--- config.mk ---
export PLATFORM = sky130hd
export DESIGN_NAME = tpm_spi_engine
export DESIGN_NICKNAME = d
export VERILOG_FILES = /design/src/rtl/tpm_spi_pkg.sv /design/src/rtl/tpm_spi_halftick.sv /design/src/rtl/tpm_spi_byte_io.sv /design/src/rtl/tpm_spi_engine.sv
export SDC_FILE = /design/constraint.sdc
export NUM_CORES = 1
export LEC_CHECK = 0
export CORE_MARGIN = 4
export CORE_UTILIZATION = 30
export DETAILED_ROUTE_END_ITERATION = 7
export GPL_TIMING_DRIVEN = 0
export SLEW_MARGIN = 20
export SYNTH_ARGS = -nofsm -noshare
export SYNTH_HDL_FRONTEND = slang
export SYNTH_SLANG_ARGS = --single-unit
--- constraint.sdc ---
create_clock -name clk -period 2.5 [get_ports clk]
set_input_delay 0.25 -clock clk [delete_from_list [all_inputs] [get_ports clk]]
set_output_delay 0.25 -clock clk [all_outputs]
set_load 0.01 [all_outputs]
--- src/rtl/tpm_spi_pkg.sv ---
package tpm_spi_pkg;
  typedef enum logic [2:0] {
    ST_IDLE, ST_HDR, ST_ADDR, ST_POLL, ST_FETCH, ST_DATA, ST_GAP, ST_RESP
  } eng_state_t;

  // fixed byte that follows the command byte on the wire
  localparam logic [7:0] TPM_START_BYTE = 8'hD4;
endpackage

--- src/rtl/tpm_spi_halftick.sv ---
// Half-period strobe for SCK; counts only while enabled.
module tpm_spi_halftick #(
  parameter int DIVW = 8
) (
  input  logic            clk,
  input  logic            rst,
  input  logic            en,
  input  logic [DIVW-1:0] div,
  output logic            tick
);
  logic [DIVW-1:0] cnt_q;

  always_ff @(posedge clk) begin
    if (rst || !en)       cnt_q <= '0;
    else if (cnt_q >= div) cnt_q <= '0;
    else                  cnt_q <= cnt_q + DIVW'(1);
  end

  assign tick = en && (cnt_q >= div);
endmodule

--- src/rtl/tpm_spi_byte_io.sv ---
// One mode-0 byte: rise samples MISO, fall shifts MOSI.
module tpm_spi_byte_io (
  input  logic       clk,
  input  logic       rst,
  input  logic       tick,
  input  logic       go,
  input  logic [7:0] tx,
  input  logic       miso,
  output logic       busy,
  output logic       sck,
  output logic       mosi,
  output logic       done,
  output logic [7:0] rx
);
  logic [2:0] bit_q;
  logic [7:0] tx_q, rx_q;

  always_ff @(posedge clk) begin
    if (rst) begin
      busy  <= 1'b0;
      sck   <= 1'b0;
      done  <= 1'b0;
      bit_q <= '0;
      tx_q  <= '0;
      rx_q  <= '0;
    end else begin
      done <= 1'b0;
      if (go && !busy) begin
        busy  <= 1'b1;
        sck   <= 1'b0;
        bit_q <= '0;
        tx_q  <= tx;
      end else if (busy && tick) begin
        if (!sck) begin
          sck  <= 1'b1;
          rx_q <= {rx_q[6:0], miso};
        end else begin
          sck <= 1'b0;
          if (bit_q == 3'd7) begin
            busy <= 1'b0;
            done <= 1'b1;
          end else begin
            bit_q <= bit_q + 3'd1;
            tx_q  <= {tx_q[6:0], 1'b0};
          end
        end
      end
    end
  end

  assign mosi = tx_q[7];
  assign rx   = rx_q;
endmodule

--- src/rtl/tpm_spi_engine.sv ---
module tpm_spi_engine import tpm_spi_pkg::*; #(
  parameter int MAX_FRAME = 64,
  parameter int DIVW      = 8,
  parameter int WAITW     = 8,
  parameter int LEN_W     = 16
) (
  input  logic             clk,
  input  logic             rst,
  input  logic [DIVW-1:0]  cfg_div,
  input  logic [WAITW-1:0] cfg_wait_limit,
  input  logic             req_valid,
  output logic             req_ready,
  input  logic             req_read,
  input  logic [15:0]      req_addr,
  input  logic [LEN_W-1:0] req_len,
  input  logic             wr_valid,
  output logic             wr_ready,
  input  logic [7:0]       wr_data,
  output logic             rd_valid,
  output logic [7:0]       rd_data,
  output logic             rsp_valid,
  output logic             rsp_timeout,
  output logic             spi_sck,
  output logic             spi_cs_n,
  output logic             spi_mosi,
  input  logic             spi_miso
);
  localparam int FLW  = $clog2(MAX_FRAME);
  localparam int CNTW = FLW + 1;

  function automatic logic [CNTW-1:0] frame_len(input logic [LEN_W-1:0] rem);
    if (rem >= LEN_W'(MAX_FRAME)) return CNTW'(MAX_FRAME);
    return rem[CNTW-1:0];
  endfunction

  function automatic logic [7:0] hdr_byte(input logic rd, input logic [CNTW-1:0] fl);
    logic [7:0] h;
    h    = 8'(fl - CNTW'(1));
    h[7] = rd;
    return h;
  endfunction

  eng_state_t       st_q;
  logic [CNTW-1:0]  flen_q, fcnt_q, next_fl;
  logic [LEN_W-1:0] remain_q;
  logic [15:0]      addr_q;
  logic [1:0]       aidx_q;
  logic [WAITW-1:0] polls_q;
  logic             rd_q, err_q, gap_q, cs_n_q;
  logic             sh_go, sh_busy, sh_done, tick;
  logic [7:0]       sh_tx, sh_rx;

  always_comb next_fl = frame_len((st_q == ST_IDLE) ? req_len : remain_q);

  assign req_ready = (st_q == ST_IDLE);
  assign wr_ready  = (st_q == ST_FETCH) && !rd_q;
  assign spi_cs_n  = cs_n_q;

  tpm_spi_halftick #(.DIVW(DIVW)) u_tick (
    .clk  (clk),
    .rst  (rst),
    .en   (sh_busy || (st_q == ST_GAP)),
    .div  (cfg_div),
    .tick (tick)
  );

  tpm_spi_byte_io u_io (
    .clk  (clk),
    .rst  (rst),
    .tick (tick),
    .go   (sh_go),
    .tx   (sh_tx),
    .miso (spi_miso),
    .busy (sh_busy),
    .sck  (spi_sck),
    .mosi (spi_mosi),
    .done (sh_done),
    .rx   (sh_rx)
  );

  always_ff @(posedge clk) begin
    if (rst) begin
      st_q        <= ST_IDLE;
      flen_q      <= '0;
      fcnt_q      <= '0;
      remain_q    <= '0;
      addr_q      <= '0;
      aidx_q      <= '0;
      polls_q     <= '0;
      rd_q        <= 1'b0;
      err_q       <= 1'b0;
      gap_q       <= 1'b0;
      cs_n_q      <= 1'b1;
      sh_go       <= 1'b0;
      sh_tx       <= '0;
      rd_valid    <= 1'b0;
      rd_data     <= '0;
      rsp_valid   <= 1'b0;
      rsp_timeout <= 1'b0;
    end else begin
      sh_go     <= 1'b0;
      rd_valid  <= 1'b0;
      rsp_valid <= 1'b0;
      case (st_q)
        ST_IDLE: if (req_valid) begin
          rd_q     <= req_read;
          addr_q   <= req_addr;
          remain_q <= req_len;
          err_q    <= 1'b0;
          if (req_len == '0) st_q <= ST_RESP;
          else begin
            flen_q <= next_fl;
            fcnt_q <= '0;
            cs_n_q <= 1'b0;
            sh_tx  <= hdr_byte(req_read, next_fl);
            sh_go  <= 1'b1;
            st_q   <= ST_HDR;
          end
        end
        ST_HDR: if (sh_done) begin
          sh_tx  <= TPM_START_BYTE;
          sh_go  <= 1'b1;
          aidx_q <= 2'd0;
          st_q   <= ST_ADDR;
        end
        ST_ADDR: if (sh_done) begin
          if (aidx_q == 2'd0) begin
            sh_tx <= addr_q[15:8]; sh_go <= 1'b1; aidx_q <= 2'd1;
          end else if (aidx_q == 2'd1) begin
            sh_tx <= addr_q[7:0];  sh_go <= 1'b1; aidx_q <= 2'd2;
          end else if (sh_rx[0]) begin
            st_q <= ST_FETCH;
          end else if (cfg_wait_limit == '0) begin
            cs_n_q <= 1'b1; err_q <= 1'b1; remain_q <= '0; gap_q <= 1'b0; st_q <= ST_GAP;
          end else begin
            sh_tx <= 8'h00; sh_go <= 1'b1; polls_q <= WAITW'(1); st_q <= ST_POLL;
          end
        end
        ST_POLL: if (sh_done) begin
          if (sh_rx[0]) st_q <= ST_FETCH;
          else if (polls_q >= cfg_wait_limit) begin
            cs_n_q <= 1'b1; err_q <= 1'b1; remain_q <= '0; gap_q <= 1'b0; st_q <= ST_GAP;
          end else begin
            sh_tx <= 8'h00; sh_go <= 1'b1; polls_q <= polls_q + WAITW'(1);
          end
        end
        ST_FETCH: begin
          if (rd_q) begin
            sh_tx <= 8'h00; sh_go <= 1'b1; st_q <= ST_DATA;
          end else if (wr_valid) begin
            sh_tx <= wr_data; sh_go <= 1'b1; st_q <= ST_DATA;
          end
        end
        ST_DATA: if (sh_done) begin
          if (rd_q) begin
            rd_data  <= sh_rx;
            rd_valid <= 1'b1;
          end
          remain_q <= remain_q - LEN_W'(1);
          fcnt_q   <= fcnt_q + CNTW'(1);
          if (fcnt_q + CNTW'(1) == flen_q) begin
            cs_n_q <= 1'b1; gap_q <= 1'b0; st_q <= ST_GAP;
          end else st_q <= ST_FETCH;
        end
        ST_GAP: if (tick) begin
          if (!gap_q) gap_q <= 1'b1;
          else if (remain_q == '0) st_q <= ST_RESP;
          else begin
            flen_q <= next_fl;
            fcnt_q <= '0;
            cs_n_q <= 1'b0;
            sh_tx  <= hdr_byte(rd_q, next_fl);
            sh_go  <= 1'b1;
            st_q   <= ST_HDR;
          end
        end
        ST_RESP: begin
          rsp_valid   <= 1'b1;
          rsp_timeout <= err_q;
          st_q        <= ST_IDLE;
        end
        default: st_q <= ST_IDLE;
      endcase
    end
  end
endmodule

### Yosys cells after proc, flatten, opt, wreduce, memory -nomap -nowiden

Index checks and enable logic that the tools add are counted.

* bits in registers: 113
* input bits: 62
* output and inout port bits: 16
* word-level logic and storage cells: 256

* add/subtract/negate cells: 6
* magnitude comparators: 3
* eq/ne operators: 34
* mux-type cells: 137
* bitwise logic cells: 6
* reduce and logical (&&, ||, !) cells: 46

Operators by type and width (number)
* $mux 8: 28
* $mux 16: 11
* $mux 7: 13
* $pmux 16 s4: 1
* $mux 1: 52
* $mux 3: 17
* $pmux 8 s6: 1
* $logic_not 16->1: 2
* $ne 2x2->1 const B: 13
* $pmux 3 s8: 1
* $reduce_and 11->1: 2
* $pmux 7 s3: 1
* $add 8x1->8 const B: 2
* $ge 16x7->1 const B: 1
* $ge 8x8->1: 2
* $pmux 8 s2: 1
* $reduce_and 16->1: 1
* $sub 16x1->16 const B: 1
* $eq 3x3->1 const B: 5
* $reduce_and 3->1: 5
* $pmux 7 s2: 1
* $reduce_and 14->1: 1
* $ne 2x1->1 const B: 6
* $reduce_and 12->1: 1
* other kinds (37): 63

### Longest topological paths before layout

* depth after elaboration: 10
* gate-level depth with buffers: 14
* mapped depth without buffers: 11

### Modules after synthesis

From an unflattened synthesis, not the netlist that was laid out.

* cell total of the unflattened synthesis: 828
* area total of the unflattened synthesis: 6545.0 µm²

Modules (own cells, without submodules)
* tpm_spi_engine: times used 1, cells an instance 673, area each 5072.4 µm², sequential area each 1661.6 µm²
* tpm_spi_byte_io: times used 1, cells an instance 94, area each 958.4 µm², sequential area each 440.4 µm²
* tpm_spi_halftick: times used 1, cells an instance 61, area each 514.2 µm², sequential area each 160.2 µm²

### Least setup slack after synthesis

Ideal clock, no wire load.

* path type: register to register
* start: reg st_q[0]
* end: reg sh_tx[2]
* library setup time: 0.065 ns
* arrival: 2.656 ns
* data required time: 2.435 ns
* path slack: -0.221 ns
* cell stages (with the launch flop): 13
* buffers on the path: 3
* period minus slack after synthesis: 2.721 ns
* path through: dfxtp_1 -> buf_6 -> or3_1 -> buf_2 -> mux2_4 -> clkbuf_1 -> a21oi_1 -> inv_1 -> ha_1 -> or4_1 -> nand3_1 -> mux2i_1 -> nor2_1

* cells in the longest elaborated chain, start to end: 10
* elaborated cells between the ends (all ways): 34
* those cells by class: add/sub (1); order compare (1); eq/ne (18); mux (9); reduce/logical (5)

Ends and longest elaborated chain
* from (decl): RTL line tpm_spi_engine.sv:43 `eng_state_t st_q;`
* from (signal assigned): RTL line tpm_spi_engine.sv:83 `st_q <= ST_IDLE;`
* from (signal assigned): RTL line tpm_spi_engine.sv:110 `if (req_len == '0) st_q <= ST_RESP;`
* from (signal assigned): RTL line tpm_spi_engine.sv:117 `st_q <= ST_HDR;`
* $logic_not 3->1: RTL line tpm_spi_engine.sv:53, tpm_spi_engine.sv:104
* $mux 16: RTL line tpm_spi_engine.sv:53 `always_comb next_fl = frame_len((st_q == ST_IDLE) ? req_len : remain_q);`
* $ge 16x7->1: RTL line tpm_spi_engine.sv:32 `if (rem >= LEN_W'(MAX_FRAME)) return CNTW'(MAX_FRAME);`
* $mux 1: RTL line tpm_spi_engine.sv:32
* $mux 7: RTL line tpm_spi_engine.sv:33 `return rem[CNTW-1:0];`
* $sub 7x1->7: RTL line tpm_spi_engine.sv:38 `h = 8'(fl - CNTW'(1));`
* $mux 8: RTL line tpm_spi_engine.sv:167 `else if (remain_q == '0) st_q <= ST_RESP;`
* $mux 8: RTL line tpm_spi_engine.sv:166 `if (!gap_q) gap_q <= 1'b1;`
* $mux 8: RTL line tpm_spi_engine.sv:165 `ST_GAP: if (tick) begin`
* $pmux 8 s6: RTL line tpm_spi_engine.sv:104 `case (st_q)`
* to (signal assigned): RTL line tpm_spi_engine.sv:115 `sh_tx <= hdr_byte(req_read, next_fl);`
* to (signal assigned): RTL line tpm_spi_engine.sv:172 `sh_tx <= hdr_byte(rd_q, next_fl);`
* to (decl): RTL line tpm_spi_engine.sv:51 `logic [7:0] sh_tx, sh_rx;`

Parallel ways exist; a longest one is shown, timed or not. The select of a mux whose other input is x is not followed.
A chain may end at the register's enable or synchronous reset.

### Final worst setup path

* start: reg u_tick.cnt_q[0]
* end: reg st_q[0]

* cells in the longest elaborated chain, start to end: 4

Ends and longest elaborated chain
* from (decl): RTL line tpm_spi_halftick.sv:11 `logic [DIVW-1:0] cnt_q;`
* from (signal assigned): RTL line tpm_spi_halftick.sv:16 `else cnt_q <= cnt_q + DIVW'(1);`
* $ge 8x8->1: RTL line tpm_spi_halftick.sv:19 `assign tick = en && (cnt_q >= div);`
* $logic_and 1x1->1: RTL line tpm_spi_halftick.sv:19
* $ne 2x1->1 (no line)
* $reduce_and 11->1 (no line)

No other way between the ends.

==> impl_metrics.yaml <==
worst_setup_path:
  critical_path.startpoint_type: "flip-flop"
  crit_type: "reg2reg"
  worstPathMaxFanout: 4
  crit_arrival_ns: 2.82
  path_cells: "inv_2 -> ha_4 -> nand2b_4 -> a211o_1 -> a2111oi_4 -> buf_6 -> buf_6 -> nor2_1 -> o221a_2 -> mux2_2 -> nor2_1"
  worst_path_largest_cell_delay_ns: 0.34
  r2r_cells: 11
  end_kind: "flip-flop"
  crit_path_top_delay_cell: "dfxtp_2"
  cp.required_ns: 2.85
sta:
  setup_slack_ns: 0.0323
  hold_viol: 0
  max_freq_ghz: 0.405
  max_slew_margin_pct: 46.7
  slew_viol_final: 0
  tightest_slew_ns: 0.800
  grt_setup_unrepaired: "yes"
  skew_ns: 0.0114
  min_period_over_period_pct: 98.7
  period_minus_slack_ns: 2.47
  setup-violations-final: 0
detailed_routing:
  wl_per_cell_microns: 17.1
  route.detailed.drc: 0
  drt_wl_total_microns: 20300
  antenna_left: 0
  via_count: 6290
  drt_pass1_iterations: 5
  via_per_inst: 5.30
  drt_iter0_drc: 426
placed_design:
  dp_cells: 1130
  pre_cts_ws_ns: -0.909
  port_buffers: 77
  hpwl_microns: 14200
  gp_congestion: 0.924
power_and_ir_drop:
  finalPower_mw: 8.14
  p_leak_nw: 3.21
  ir_drop_mv: 0.607
  pwr_density_cell_nw_per_um2: 939
cells_and_area:
  drive_above_1_share_pct: 17.0
  num_antenna_cells: 0
  syn_to_final_growth_pct: 38.8
  nNetsFinal: 989
  fill_cells: 2026
  fin_cells: 1187
synthesis:
  async_reset_ff_share_pct: 0
  synth_common_cells: "dfxtp_1, nand2_1, a21oi_1"
  synth-edff-count: 0
  ys.flop_type: "dfxtp_1"
  yosys_warnings: 0
  synth.most_common_cell: "dfxtp_1"
  synth-seq-area-share_pct: 36.2
  synth.avg_cell_area_sq_um: 7.98
  synth.top_cells.by_area: "dfxtp_1, a21oi_1, mux2i_1"
  ys_ff_latch: 113
  synthCells: 783
  ys_types: 72
  yosysTopAreaCell: "dfxtp_1"
  netlist_area_sq_um: 6250
  synthesis.nets: 868
  synth_top_cell_area_share_pct: 36.2
hold_path:
  hp-class: "in2reg"
  holdPathStages: 3
clock_network:
  cts_buffers: 17
  clk_latency_ns: 0.43
  cts_tree: "built"
  h-tree-depth: 4
  clkSlewWorstSetupHoldPaths_ns: 0.06
  clock_path_buffers: 2
  cts_root_buf: "clkbuf_16"
  cts_num_sinks: 113
floorplanning:
  start_util_pct: 30.7
  rows: 52
  coreArea_sq_um: 20400
  dieArea_sq_um: 23200
  die_x_microns: 152
  num_io_pins: 78
  dieHeight_microns: 152
global_route:
  grt_pass1_vias: 6132
  globalRoute.totalOverflow: 0
  grt_pass1_wl_microns: 32300
  antenna_found_initial: 0
  grt_usage_pct: 17.0
  grt_max_degree: 17
run:
  cap_violations: 0
outcome:
  outcome: "complete, no violations"
## routing by layer
metal  vias up  part of all wire, %  GRT usage, %
li1       3047                    -             -
met5         -                    0             0
met2       233                   46          27.0
met1      2974                   45          22.4
met4         0                  2.4          5.39
met3        36                  7.0          4.83
## stage by stage
stage	hold slack [ns]	TNS, ns	utilization [%]	cell area [sq um]
3_3_place_gp	0.441	-41.40	36.3	7400
2_1_floorplan	0.362	-0.0463	-	6290
6_report	0.367	0	42.6	8670
5_1_grt	0.375	-0.576	42.6	8670
3_5_place_dp	0.447	-42.41	36.3	7400
4_1_cts	0.357	0	40.7	8280
## critical path, delay by kind of cell (launching register included)
| family | cells | cell delay [ns] |
|---|---|---|
| AO/OA/AOI/OAI | 3 | 0.95 |
| buffers and inverters | 3 | 0.35 |
| flip-flops | 1 | 0.34 |
| multiplexers | 1 | 0.28 |
| AND/OR/NAND/NOR | 3 | 0.26 |
| adder cells (fa/ha/maj) | 1 | 0.22 |
## area by class of cell
cell class / count / area (sq um) / share of cell area (%)
multi-input cells: 591 / 4040 / 46.5
clock buffers: 19 / 453 / 5.22
plain buffers: 43 / 236 / 2.73
clock inverters: 13 / 151 / 1.75
flip-flops and latches: 113 / 2280 / 26.3
well taps: 270 / 338 / 3.90
repair buffers: 108 / 1060 / 12.3
inverters: 30 / 115 / 1.33
## report_power, final
group,total (mW),switching (mW),internal (mW)
clock network,2.46,0.926,1.53
logic,3.37,1.87,1.51
registers,2.31,0.244,2.07
total,8.14,3.04,5.11
## registers in the layout, indices dropped and copies added (netlist names), 2 cells and up
signal        cells
u_tick.cnt_q      8
remain_q         16
flen_q            7
u_io.bit_q        3
addr_q           16
polls_q           8
sh_tx             8
u_io.rx           8
rd_data           8
st_q              3
aidx_q            2
u_io.tx_q         8
fcnt_q            7
## kinds of logic (layout without fill, tap and decap cells)
| kind of cell | Yosys count | after routing | synth area share (%) |
|---|---|---|---|
| XOR/XNOR | 24 | 24 | 3.36 |
| AND/OR/NAND/NOR | 298 | 298 | 23.2 |
| adder cells (fa/ha/maj) | 23 | 23 | 4.60 |
| buffers and inverters | 79 | 213 | 5.21 |
| AO/OA/AOI/OAI | 205 | 205 | 20.7 |
| flip-flops | 113 | 113 | 36.2 |
| multiplexers | 41 | 41 | 6.67 |
## cells in the final DEF, fill, tap and decap left out, drive strengths merged, types with 5 or more instances in the layout
cell type	instances
nand3	27
nor3	29
nand2	96
nand4	9
xnor2	8
and3	9
a21oi	82
dfxtp	113
clkbuf	46
buf	47
xor2	16
a31oi	7
nor2	77
inv	33
a211oi	17
ha	23
clkdlybuf4s50	74
or3	8
nor4	8
nand2b	9
o21ai	42
nor2b	6
a311oi	5
mux2i	39
## path summary, 6_finish.rpt
path / start / to / slack [ns]
worst max-delay path: u_tick.cnt_q[0] / st_q[0] / 0.03
worst min-delay path: req_addr[6] / addr_q[6] / 0.37
worst max register to register: u_tick.cnt_q[0] / st_q[0] / 0.03
worst min register to register: addr_q[9] / addr_q[9] / 0.45
## what timing repair did
action,in CTS,in global routing
hold buffers,0,0
endpoints found under the setup margin,80,81
buffers inserted,15,15
gates resized for setup,44,64
pin swaps,14,28
gates cloned,1,0
No activity file was read; power rests on OpenSTA's default activity.
